File: src/rtl/dps_pkg.sv
package dps_pkg;

  // Strobes sent from the sequencing control to the address datapath.
  typedef struct packed {
    logic advance;    // state may move this edge
    logic branch;     // an effective control transfer issues now
    logic useTarget;  // load the redirect into the next address
    logic replay;     // restart fetch at the exception address
    logic slotSel;    // current instruction is a delay slot
  } seqStrobesT;

endpackage

File: src/rtl/dps_ctrl.sv
module dps_ctrl
  import dps_pkg::*;
(
  input  logic       clk,
  input  logic       rstN,
  input  logic       stall,
  input  logic       isBranch,
  input  logic       brTaken,
  input  logic       brLikely,
  input  logic       fault,
  output seqStrobesT strobes,
  output logic       issueValid,
  output logic       excValid,
  output logic       excInSlot
);

  logic inSlot;
  logic annulSlot;
  logic faultLive;

  assign issueValid = !annulSlot;
  assign faultLive  = fault && !annulSlot;
  assign excValid   = faultLive && !stall;
  assign excInSlot  = excValid && inSlot;

  always_comb begin
    strobes           = '0;
    strobes.advance   = !stall;
    strobes.replay    = excValid;
    strobes.branch    = !stall && isBranch && !inSlot && !faultLive;
    strobes.useTarget = strobes.branch && brTaken;
    strobes.slotSel   = inSlot;
  end

  always_ff @(posedge clk or negedge rstN) begin
    if (!rstN) begin
      inSlot    <= 1'b0;
      annulSlot <= 1'b0;
    end else if (strobes.advance) begin
      if (strobes.replay) begin
        inSlot    <= 1'b0;
        annulSlot <= 1'b0;
      end else if (strobes.branch) begin
        inSlot    <= 1'b1;
        annulSlot <= brLikely && !brTaken;
      end else begin
        inSlot    <= 1'b0;
        annulSlot <= 1'b0;
      end
    end
  end

  AST_ANNUL_IN_SLOT: assert property (@(posedge clk) disable iff (!rstN) annulSlot |-> inSlot);
  AST_ANNUL_NO_EXC: assert property (@(posedge clk) disable iff (!rstN) !issueValid |-> !excValid);
  AST_SLOT_FOLLOWS: assert property (@(posedge clk) disable iff (!rstN) strobes.branch |=> inSlot && (annulSlot == $past(brLikely && !brTaken)));
  AST_NESTED_PLAIN: assert property (@(posedge clk) disable iff (!rstN) (inSlot && !stall) |=> !inSlot);
  AST_STALL_FLAGS: assert property (@(posedge clk) disable iff (!rstN) stall |=> $stable(inSlot) && $stable(annulSlot));

endmodule

File: src/rtl/dps_datapath.sv
module dps_datapath
  import dps_pkg::*;
#(
  parameter int unsigned ADDR_W    = 32,
  parameter logic [ADDR_W-1:0] RESET_VEC = 'h1000
) (
  input  logic              clk,
  input  logic              rstN,
  input  seqStrobesT        strobes,
  input  logic [ADDR_W-1:0] target,
  output logic [ADDR_W-1:0] pc,
  output logic [ADDR_W-1:0] excPc
);

  localparam int unsigned STEP_BYTES = 4;
  localparam logic [ADDR_W-1:0] STEP = ADDR_W'(STEP_BYTES);
  localparam logic [ADDR_W-1:0] ALIGN_MASK = ~(STEP - 1'b1);

  logic [ADDR_W-1:0] pcReg;
  logic [ADDR_W-1:0] npcReg;
  logic [ADDR_W-1:0] branchPc;
  logic [ADDR_W-1:0] alignedTarget;

  assign alignedTarget = target & ALIGN_MASK;
  assign excPc         = strobes.slotSel ? branchPc : pcReg;
  assign pc            = pcReg;

  always_ff @(posedge clk or negedge rstN) begin
    if (!rstN) begin
      pcReg    <= RESET_VEC;
      npcReg   <= RESET_VEC + STEP;
      branchPc <= RESET_VEC;
    end else if (strobes.replay) begin
      pcReg  <= excPc;
      npcReg <= excPc + STEP;
    end else if (strobes.branch) begin
      branchPc <= pcReg;
      pcReg    <= npcReg;
      npcReg   <= strobes.useTarget ? alignedTarget : npcReg + STEP;
    end else if (strobes.advance) begin
      pcReg  <= npcReg;
      npcReg <= npcReg + STEP;
    end
  end

  AST_PC_FROM_NPC: assert property (@(posedge clk) disable iff (!rstN) (strobes.advance && !strobes.replay) |=> pcReg == $past(npcReg));
  AST_TARGET_LOAD: assert property (@(posedge clk) disable iff (!rstN) strobes.useTarget |=> npcReg == ($past(target) & ALIGN_MASK));
  AST_REPLAY_ADDR: assert property (@(posedge clk) disable iff (!rstN) strobes.replay |=> pcReg == $past(excPc));
  AST_STALL_FREEZE: assert property (@(posedge clk) disable iff (!rstN) !strobes.advance |=> $stable(pcReg) && $stable(npcReg));
  AST_WORD_ALIGN: assert property (@(posedge clk) disable iff (!rstN) (pcReg[1:0] == 2'b00) && (npcReg[1:0] == 2'b00));

endmodule

File: src/rtl/delay_pc_sequencer.sv
module delay_pc_sequencer
  import dps_pkg::*;
#(
  parameter int unsigned ADDR_W    = 32,
  parameter logic [ADDR_W-1:0] RESET_VEC = 'h1000
) (
  input  logic              clk,
  input  logic              rstN,
  input  logic              stall,
  input  logic              isBranch,
  input  logic              brTaken,
  input  logic              brLikely,
  input  logic [ADDR_W-1:0] brTarget,
  input  logic              fault,
  output logic [ADDR_W-1:0] pc,
  output logic              issueValid,
  output logic              excValid,
  output logic [ADDR_W-1:0] excPc,
  output logic              excInSlot
);

  seqStrobesT strobes;

  dps_ctrl u_ctrl (
    .clk        (clk),
    .rstN       (rstN),
    .stall      (stall),
    .isBranch   (isBranch),
    .brTaken    (brTaken),
    .brLikely   (brLikely),
    .fault      (fault),
    .strobes    (strobes),
    .issueValid (issueValid),
    .excValid   (excValid),
    .excInSlot  (excInSlot)
  );

  dps_datapath #(
    .ADDR_W    (ADDR_W),
    .RESET_VEC (RESET_VEC)
  ) u_datapath (
    .clk     (clk),
    .rstN    (rstN),
    .strobes (strobes),
    .target  (brTarget),
    .pc      (pc),
    .excPc   (excPc)
  );

endmodule

File: config.mk
export PLATFORM = sky130hd
export DESIGN_NAME = delay_pc_sequencer
export DESIGN_NICKNAME = d
export VERILOG_FILES = /design/src/rtl/dps_pkg.sv /design/src/rtl/dps_ctrl.sv /design/src/rtl/dps_datapath.sv /design/src/rtl/delay_pc_sequencer.sv
export SDC_FILE = /design/constraint.sdc
export NUM_CORES = 1
export LEC_CHECK = 0
export CORE_AREA = 2 2 143 103
export DETAILED_ROUTE_END_ITERATION = 10
export DIE_AREA = 0 0 145 105
export DONT_BUFFER_PORTS = 1
export PLACE_DENSITY = 0.57
export SYNTH_ARGS = -nofsm -noshare
export SYNTH_HDL_FRONTEND = slang
export SYNTH_HIERARCHICAL = 1
export SYNTH_SLANG_ARGS = --single-unit
File: constraint.sdc
create_clock -name clk -period 3.15 [get_ports clk]
set_clock_uncertainty 0.2 [all_clocks]
set_input_delay 0.1575 -clock clk [delete_from_list [all_inputs] [get_ports clk]]
set_output_delay 0.1575 -clock clk [all_outputs]
set_load 0.02 [all_outputs]
# ---- After elaboration in Yosys (flattened, before gate mapping)
# Index checks and enable logic that the tools add are counted.
dict set report op_classes {
  n_mux 12
  add_sub_neg 2
  bitwise 1
  reduce_logical 14
  n_eq_ne 1
}
# operator count
set op_table {}
lappend op_table {{32-bit two-way mux} 8}
lappend op_table {{32-bit by 3-bit adder with 32-bit output, second input constant} 2}
lappend op_table {{1-bit logical AND} 8}
lappend op_table {{1-bit zero test} 5}
lappend op_table {{1-bit two-way mux} 4}
lappend op_table {{3-bit by 1-bit != test with 1-bit output, second input constant} 1}
lappend op_table {{2-bit AND reduction} 1}
lappend op_table {{1-bit inverter} 1}
dict set report word_totals {
  wordCells 35
  input_bits 39
  reg_bits 98
  output_inout_bits 67
}

# ---- Depth between registers and ports, before layout
# Gate-level depths: netlist of the first run.
dict set report logic_depth {
  word_depth 8
  depth_mapped 13
  depth_no_buf 8
}

# ---- By module
# Netlist of the first run, hierarchy kept.
# mod area_each_um2 instances seq_area_each_um2 cells_per_inst
set by_module_without_submodules {}
lappend by_module_without_submodules {dps_datapath 5963.2 1 2407.3 638}
lappend by_module_without_submodules {dps_ctrl 146.4 1 50.0 17}

# ---- Least setup slack after synthesis of the first run
# Ideal clock, no wire load.
dict set report synth_path {
  kind {reg2reg}
  from {register u_ctrl.inSlot}
  to {register u_datapath.npcReg[26]}
  required_ps 2812
  stages_incl_launch_ff 13
  setup_time_ps 138
  path_buffers 5
  path_slack_ps 244
  period_less_slack_ps 2906
  arrival_ps 2568
  cell_sequence {dfrtp_1 -> buf_4 -> buf_6 -> buf_2 -> buf_2 -> buf_2 -> mux2i_1 -> inv_1 -> ha_1 -> nand4_2 -> nor4b_1 -> xnor2_1 -> a21oi_1}
}
dict set report synth_between {
  word_cells_on_any_way 10
  cone_classes {1 x add/sub; 1 x eq/ne; 4 x mux; 4 x reduce/logical}
}
# item line_no
set synth_lines {}
lappend synth_lines {{start: declaration} dps_ctrl.sv:17} ;# logic inSlot;
lappend synth_lines {{start signal: assignment} dps_ctrl.sv:37} ;# inSlot <= 1'b0;
lappend synth_lines {{start signal: assignment} dps_ctrl.sv:41} ;# inSlot <= 1'b0;
lappend synth_lines {{start signal: assignment} dps_ctrl.sv:44} ;# inSlot <= 1'b1;
lappend synth_lines {{32-bit two-way mux} dps_datapath.sv:25} ;# assign excPc = strobes.slotSel ? branchPc : pcReg;
lappend synth_lines {{net excPc[2]} delay_pc_sequencer.sv:18} ;# output logic [ADDR_W-1:0] excPc,
lappend synth_lines {{32-bit by 3-bit adder with 32-bit output} dps_datapath.sv:35} ;# npcReg <= excPc + STEP;
lappend synth_lines {{32-bit two-way mux} dps_datapath.sv:33} ;# end else if (strobes.replay) begin
lappend synth_lines {{end signal: assignment} dps_datapath.sv:31} ;# npcReg <= RESET_VEC + STEP;
lappend synth_lines {{end signal: assignment} dps_datapath.sv:35}
lappend synth_lines {{end signal: assignment} dps_datapath.sv:39} ;# npcReg <= strobes.useTarget ? alignedTarget : npcReg + STEP;
lappend synth_lines {{end: declaration} dps_datapath.sv:20} ;# logic [ADDR_W-1:0] npcReg;
# The timed path passes the listed nets, and every way through them passes these cells.
# A chain may end at the register's enable or synchronous reset.

# ---- Worst setup path in the final report of the first run
dict set report layout_path {
  from {register u_ctrl.inSlot}
  to {register u_datapath.npcReg[28]}
}
# Same word-level chain as after synthesis.

==> results of run 1 <==
critical path: stages (launching register included):
cell     delay [ns]
dfrtp_2        0.43
buf_12         0.19
mux2_2         0.34
ha_1           0.30
nand4_2        0.41
nor4b_1        0.49
xnor2_1        0.18
a22oi_1        0.10
per-stage QoR:
stage	hold WS (ns)	util [%]	power (mW)	area, um^2	cells
6_report	0.0150	50.7	5.18	6970	865
3_3_place_gp	-0.334	46.2	3.86	6340	821
4_1_cts	0.000613	50.7	5.21	6970	865
3_5_place_dp	-0.334	46.2	3.92	6340	821
2_1_floorplan	-0.338	-	3.50	6110	655
5_1_grt	0.0387	50.7	5.49	6970	865
registers in the layout (all words and copies together) (netlist names):
| register | count |
|---|---|
| u_datapath/branchPc | 32 |
| u_datapath/npcReg | 32 |
| u_datapath/pc | 32 |
| u_ctrl/annulSlot | 1 |
| u_ctrl/inSlot | 1 |
synthesized netlist by cell type, types with 5 or more instances:
master / number / area (um^2)
a21o_1: 7 / 52.6
a21oi_1: 31 / 155
a221oi_1: 6 / 52.6
a22oi_1: 6 / 45.0
a31oi_1: 10 / 62.6
buf_1: 11 / 41.3
buf_2: 5 / 25.0
clkbuf_1: 25 / 93.8
dfrtp_1: 94 / 2350
inv_1: 8 / 30.0
mux2_2: 58 / 653
mux2i_1: 40 / 400
nand2_1: 75 / 282
nand2b_1: 7 / 43.8
nand3_1: 20 / 100
nand4_1: 12 / 75.1
nand4b_1: 5 / 43.8
nor2_1: 46 / 173
nor3_1: 5 / 25.0
nor4_1: 6 / 37.5
o21ai_0: 53 / 265
o22ai_1: 11 / 68.8
o31ai_1: 5 / 37.5
xnor2_1: 19 / 166
xor2_1: 11 / 96.3
layer usage:
metal	global-route usage, %	share of wire (%)	vias to the layer above
li1	-	-	2440
met1	34.1	48	2519
met2	33.6	43	192
met3	6.38	7.9	15
met4	4.03	0.81	2
met5	0	0.074	-
final timing paths:
path	end	from	slack (ns)	depth (start not counted)
worst min-delay path	u_datapath/npcReg[11]$_DFFE_PN0P_	brTarget[11]	0.01	4
worst min register to register	u_datapath/branchPc[14]$_DFFE_PN0P_	u_datapath/branchPc[14]$_DFFE_PN0P_	0.31	1
worst max register to register	u_datapath/npcReg[28]$_DFFE_PN0P_	u_ctrl/inSlot$_DFFE_PN0N_	0.36	7
min in group asynchronous	u_datapath/pc[2]$_DFFE_PN0P_	rstN	0.32	2
max in group asynchronous	u_datapath/branchPc[12]$_DFFE_PN1P_	rstN	2.05	2
worst max-delay path	u_datapath/npcReg[28]$_DFFE_PN0P_	u_ctrl/inSlot$_DFFE_PN0N_	0.36	7
power breakdown:
group	switching, mW	internal [mW]
combinational	0.892	0.669
clock	0.510	0.704
sequential	0.715	1.70
total	2.12	3.07
area by class of cell:
cell class / count / share of cell area, %
clock buffer: 9 / 3.23
clock inverter: 7 / 1.44
inverter: 8 / 0.431
multi-input combinational: 505 / 49.4
sequential: 98 / 35.3
tap: 190 / 3.41
timing repair buffer: 48 / 6.79
kinds of logic (layout without fill, tap and decap cells):
group / count (synthesis) / after routing
and+or+nand+nor: 213 / 213
AOI/OAI and AO/OA: 162 / 162
muxes: 98 / 98
DFF: 98 / 98
buffers and inverters: 52 / 72
xor gates and xnor gates: 30 / 30
adders and majority gates: 2 / 2
==> results.toml, run 1 <==
[clocking]
clock-sinks = 98
clk_path_buf_depth = 2
cts_tree = "yes"
holdBufCountCts = 28
postCtsSetupBuffers = 0
cts-root-buf = "clkbuf_16"
cts_resized = 0
cts_buffers = 9
htree_levels = 3
clock_latency_ns = 0.34
clk_pin_slew_ns = 0.07

[worst_setup_path]
end_kind = "flop"
arrival_ns = 2.79
crit_path_start_kind = "flop"
critPathMaxFanout = 40
cp.required_ns = 3.15
crit_type = "reg2reg"

[routing]
dr.pass1.iters = 5
wirelength_um = 17600
wl_per_cell_um = 20.3
vias_per_cell = 5.97
drc = 0
num_vias = 5168
antenna_left = 0
first_iter_violations = 463

[yosys]
synth_warnings = 6
synth-edff-count = 0
synthFlopType = "dfrtp_1"
synth_xor_area_share_pct = 4.30
synthSimpleGateAreaFrac_pct = 17.5
synthMuxAreaShare_pct = 17.2
synth-compound-area-share_pct = 16.8
syn_inst = 655
async_reset_ff_share_pct = 100
synth_top_family_by_area = "simple AND/OR/NAND/NOR gates"
synth-adder-area-share_pct = 0.410
syn_area_per_cell_um2 = 9.33
syn_area_um2 = 6110
syn_nets = 696
ys_seq_elements = 98
ys_types = 63
ys_seq_area_share_pct = 40.2

[final_layout]
area_growth_pct = 14.0
final_nets = 711
n_fill_cell = 1284
multiInputGateArea_um2 = 3440
seq_area_um2 = 2460
layout_common_cells = "dfrtp_1 (93), nand2_1 (75), mux2_2 (58)"
diodes = 0
final_common_cell = "dfrtp_1"
drive_gt1_share_pct = 16.9

[die]
die_x_um = 145
pin_count = 106
fp.coreArea_um2 = 13700
rows = 36
start_util_pct = 44.5
die_height_um = 105
dieArea_um2 = 15200

[run_status]
outcome = "completed"

[grt]
antenna_found_initial = 1
grt_first_pass_wirelength_um = 28100
grt_max_degree = 128
track_usage_pct = 23.0
grt_overflow_total = 0
grt_pass1_vias = 5012

[sta]
fin_tns_setup_ns = 0
setup_ws_ns = 0.356
maxSlewViolCount = 0
period_share_pct = 88.7
fin_crit_ns = 2.79
max_slew.worst_pin.slew_ns = 0.646
fmax_mhz = 358
hold_viol_final = 0
rsz0062_at_grt = "no"
slew_headroom_pct = 56.5
setup_violations = 0

[placed_design]
place_ws_ns = 0.372
dpl.hpwl_um = 12100
numPortBuffers = 0
place_congestion = 0.852

[min_path]
hold_class = "in2reg"

[pwr]
power.density_nw_per_um2 = 744
worst_ir_drop_vdd_uv = 344
p_leak_nw = 2.79

[run]
maxCapViolations = 0
(Power assumes the default switching activity.)
==> inputs of run 2 (changes only) <==
CORE_AREA = 2 2 82 162   (was 2 2 143 103)
DIE_AREA = 0 0 84 164   (was 0 0 145 105)
PLACE_DENSITY = 0.62   (was 0.57)
==> run 2 against run 1 <==
Count of clock-buffer cells in the layout grew 2. Final cell count decreased by 4.6%. Routed wire length down 3.5%. Worst setup slack improved by 0.010 ns. Critical path depth stayed put. Power is 2.1% lower. Flip-flop and latch count unchanged. Die area fell by 9.5%. Sequential power barely moved.
==> results.toml, run 2 (same netlist as run 1, synthesis figures left out) <==
[run_status]
outcome = "completed"

[clocking]
cts_buffers = 9
clock_latency_ns = 0.34
clock-sinks = 98
clk_path_buf_depth = 2
cts-root-buf = "clkbuf_16"
cts_tree = "yes"
htree_levels = 3
postCtsSetupBuffers = 0
cts_resized = 0
clk_pin_slew_ns = 0.07

[die]
start_util_pct = 48.7
dieArea_um2 = 13800
fp.coreArea_um2 = 12600
pin_count = 106
rows = 58
die_height_um = 164
die_x_um = 84

[sta]
max_slew.worst_pin.slew_ns = 0.694
period_share_pct = 88.4
fmax_mhz = 359
setup_violations = 0
fin_tns_setup_ns = 0
hold_viol_final = 0
hold_slack_ns = 0.00759
rsz0062_at_grt = "no"
fin_crit_ns = 2.78
slew_headroom_pct = 53.3
maxSlewViolCount = 0

[grt]
track_usage_pct = 24.7
grt_overflow_total = 0
grt_max_degree = 99
antenna_found_initial = 0
grt_first_pass_wirelength_um = 27000
grt_pass1_vias = 5206

[routing]
dr_wl_met2_um = 9280
num_vias = 5160
wl_met3_um = 799
wirelength_met1_um = 6300
highest_layer = "met4"
antenna_left = 0
drc = 0
wl_per_cell_um = 20.6
first_iter_violations = 256
wirelength_um = 17000
vias_per_cell = 6.25
dr.pass1.iters = 5

[worst_setup_path]
slowest_stage = "dfrtp_2"
cp_slowest_stage_delay_ns = 0.47
arrival_ns = 2.80
cp.required_ns = 3.17
end_kind = "flop"
crit_path_start_kind = "flop"
critPathMaxFanout = 29
crit_chain = "buf_12 -> mux2_2 -> a21boi_1 -> nand3_1 -> nor4b_1 -> xnor2_1 -> a32oi_1"
crit_type = "reg2reg"

[pwr]
clkPwrFrac_pct = 22.0
p_switching_mw = 2.07
swShare_pct = 40.8
p_int_mw = 3.00
power_frac_comb_pct = 30.6
power.density_nw_per_um2 = 733
p_leak_nw = 2.79
worst_ir_drop_vdd_uv = 476
p_seq_share_pct = 47.4

[placed_design]
place_congestion = 0.833
dpl.hpwl_um = 12200
numPortBuffers = 0
placed_area_um2 = 6320

[final_layout]
final_cell_area_um2 = 6930
n_fill_cell = 1162
final_common_cell = "dfrtp_1"
diodes = 0
final_nets = 711
layout_common_cells = "dfrtp_1 (93), nand2_1 (75), mux2_2 (58)"
area_growth_pct = 13.5
drive_gt1_share_pct = 16.4

[min_path]
hold_class = "in2reg"

[run]
maxCapViolations = 0
## run 2: changes by cell type in the layout (fill, tap and decap cells not counted), sizes merged
cell	change
buf	-2
bufinv	-1
clkbuf	+2
clkinv	+1
dlygate4sd3	+2
inv	-2
## run 2: power groups by stage
stage / Clock (mW) / Combinational, mW / Sequential, mW
final: 1.12 / 1.55 / 2.41
after global placement: 0 / 1.46 / 2.40
after detailed placement: 0 / 1.49 / 2.43
after CTS: 1.14 / 1.57 / 2.41
after global routing: 1.19 / 1.71 / 2.48
after floorplan: 0 / 1.28 / 2.22
## run 2: layout make-up
class	count	area [um^2]	share of cell area (%)
multi-input combinational	505	3440	49.7
sequential	98	2460	35.5
timing repair buffer	48	515	7.44
clock buffer	11	243	3.50
tap	150	188	2.71
clock inverter	5	53.8	0.776
inverter	8	30.0	0.433
## run 2: worst paths after layout
check / from / to / slack (ns) / cells past startpoint
min reg2reg: u_datapath/branchPc[31]$_DFFE_PN0P_ / u_datapath/branchPc[31]$_DFFE_PN0P_ / 0.30 / 1
min in group asynchronous: rstN / u_datapath/branchPc[13]$_DFFE_PN0P_ / 0.16 / 2
min: brTarget[9] / u_datapath/npcReg[9]$_DFFE_PN0P_ / 0.008 / 4
max reg2reg: u_ctrl/inSlot$_DFFE_PN0N_ / u_datapath/npcReg[24]$_DFFE_PN0P_ / 0.37 / 7
max: u_ctrl/inSlot$_DFFE_PN0N_ / u_datapath/npcReg[24]$_DFFE_PN0P_ / 0.37 / 7
max in group asynchronous: rstN / u_ctrl/inSlot$_DFFE_PN0N_ / 2.10 / 2
## run 2: metal layers
metal	global-route usage (%)	up-vias
met2	46.7	174
met5	0	-
li1	-	2436
met1	26.5	2516
met4	10.5	0
met3	4.57	34
## run 2: repair_timing
| item | 4_1_cts | 5_1_grt |
|---|---|---|
| hold buffers | 30 | 0 |
| endpoints found under the hold margin | 124 | 0 |
| endpoints found under the setup margin | 0 | 0 |
## run 2: stage by stage
step                util (%)  worst slack [ns]  std cells  power, mW
floorplan                  -             0.244        655       3.50
global placement        50.3             0.427        779       3.86
detailed placement      50.3             0.410        779       3.92
CTS                     55.2             0.393        825       5.11
global route            55.2             0.202        825       5.38
finish                  55.2             0.366        825       5.08
## run 2: worst max-delay path, delay by kind of cell (launching register included)
family,cells,cell delay (ns)
buffers and inverters,1,0.18
AO/OA/AOI/OAI,2,0.46
flip-flops,1,0.47
XOR/XNOR,1,0.16
AND/OR/NAND/NOR,2,0.81
multiplexers,1,0.35
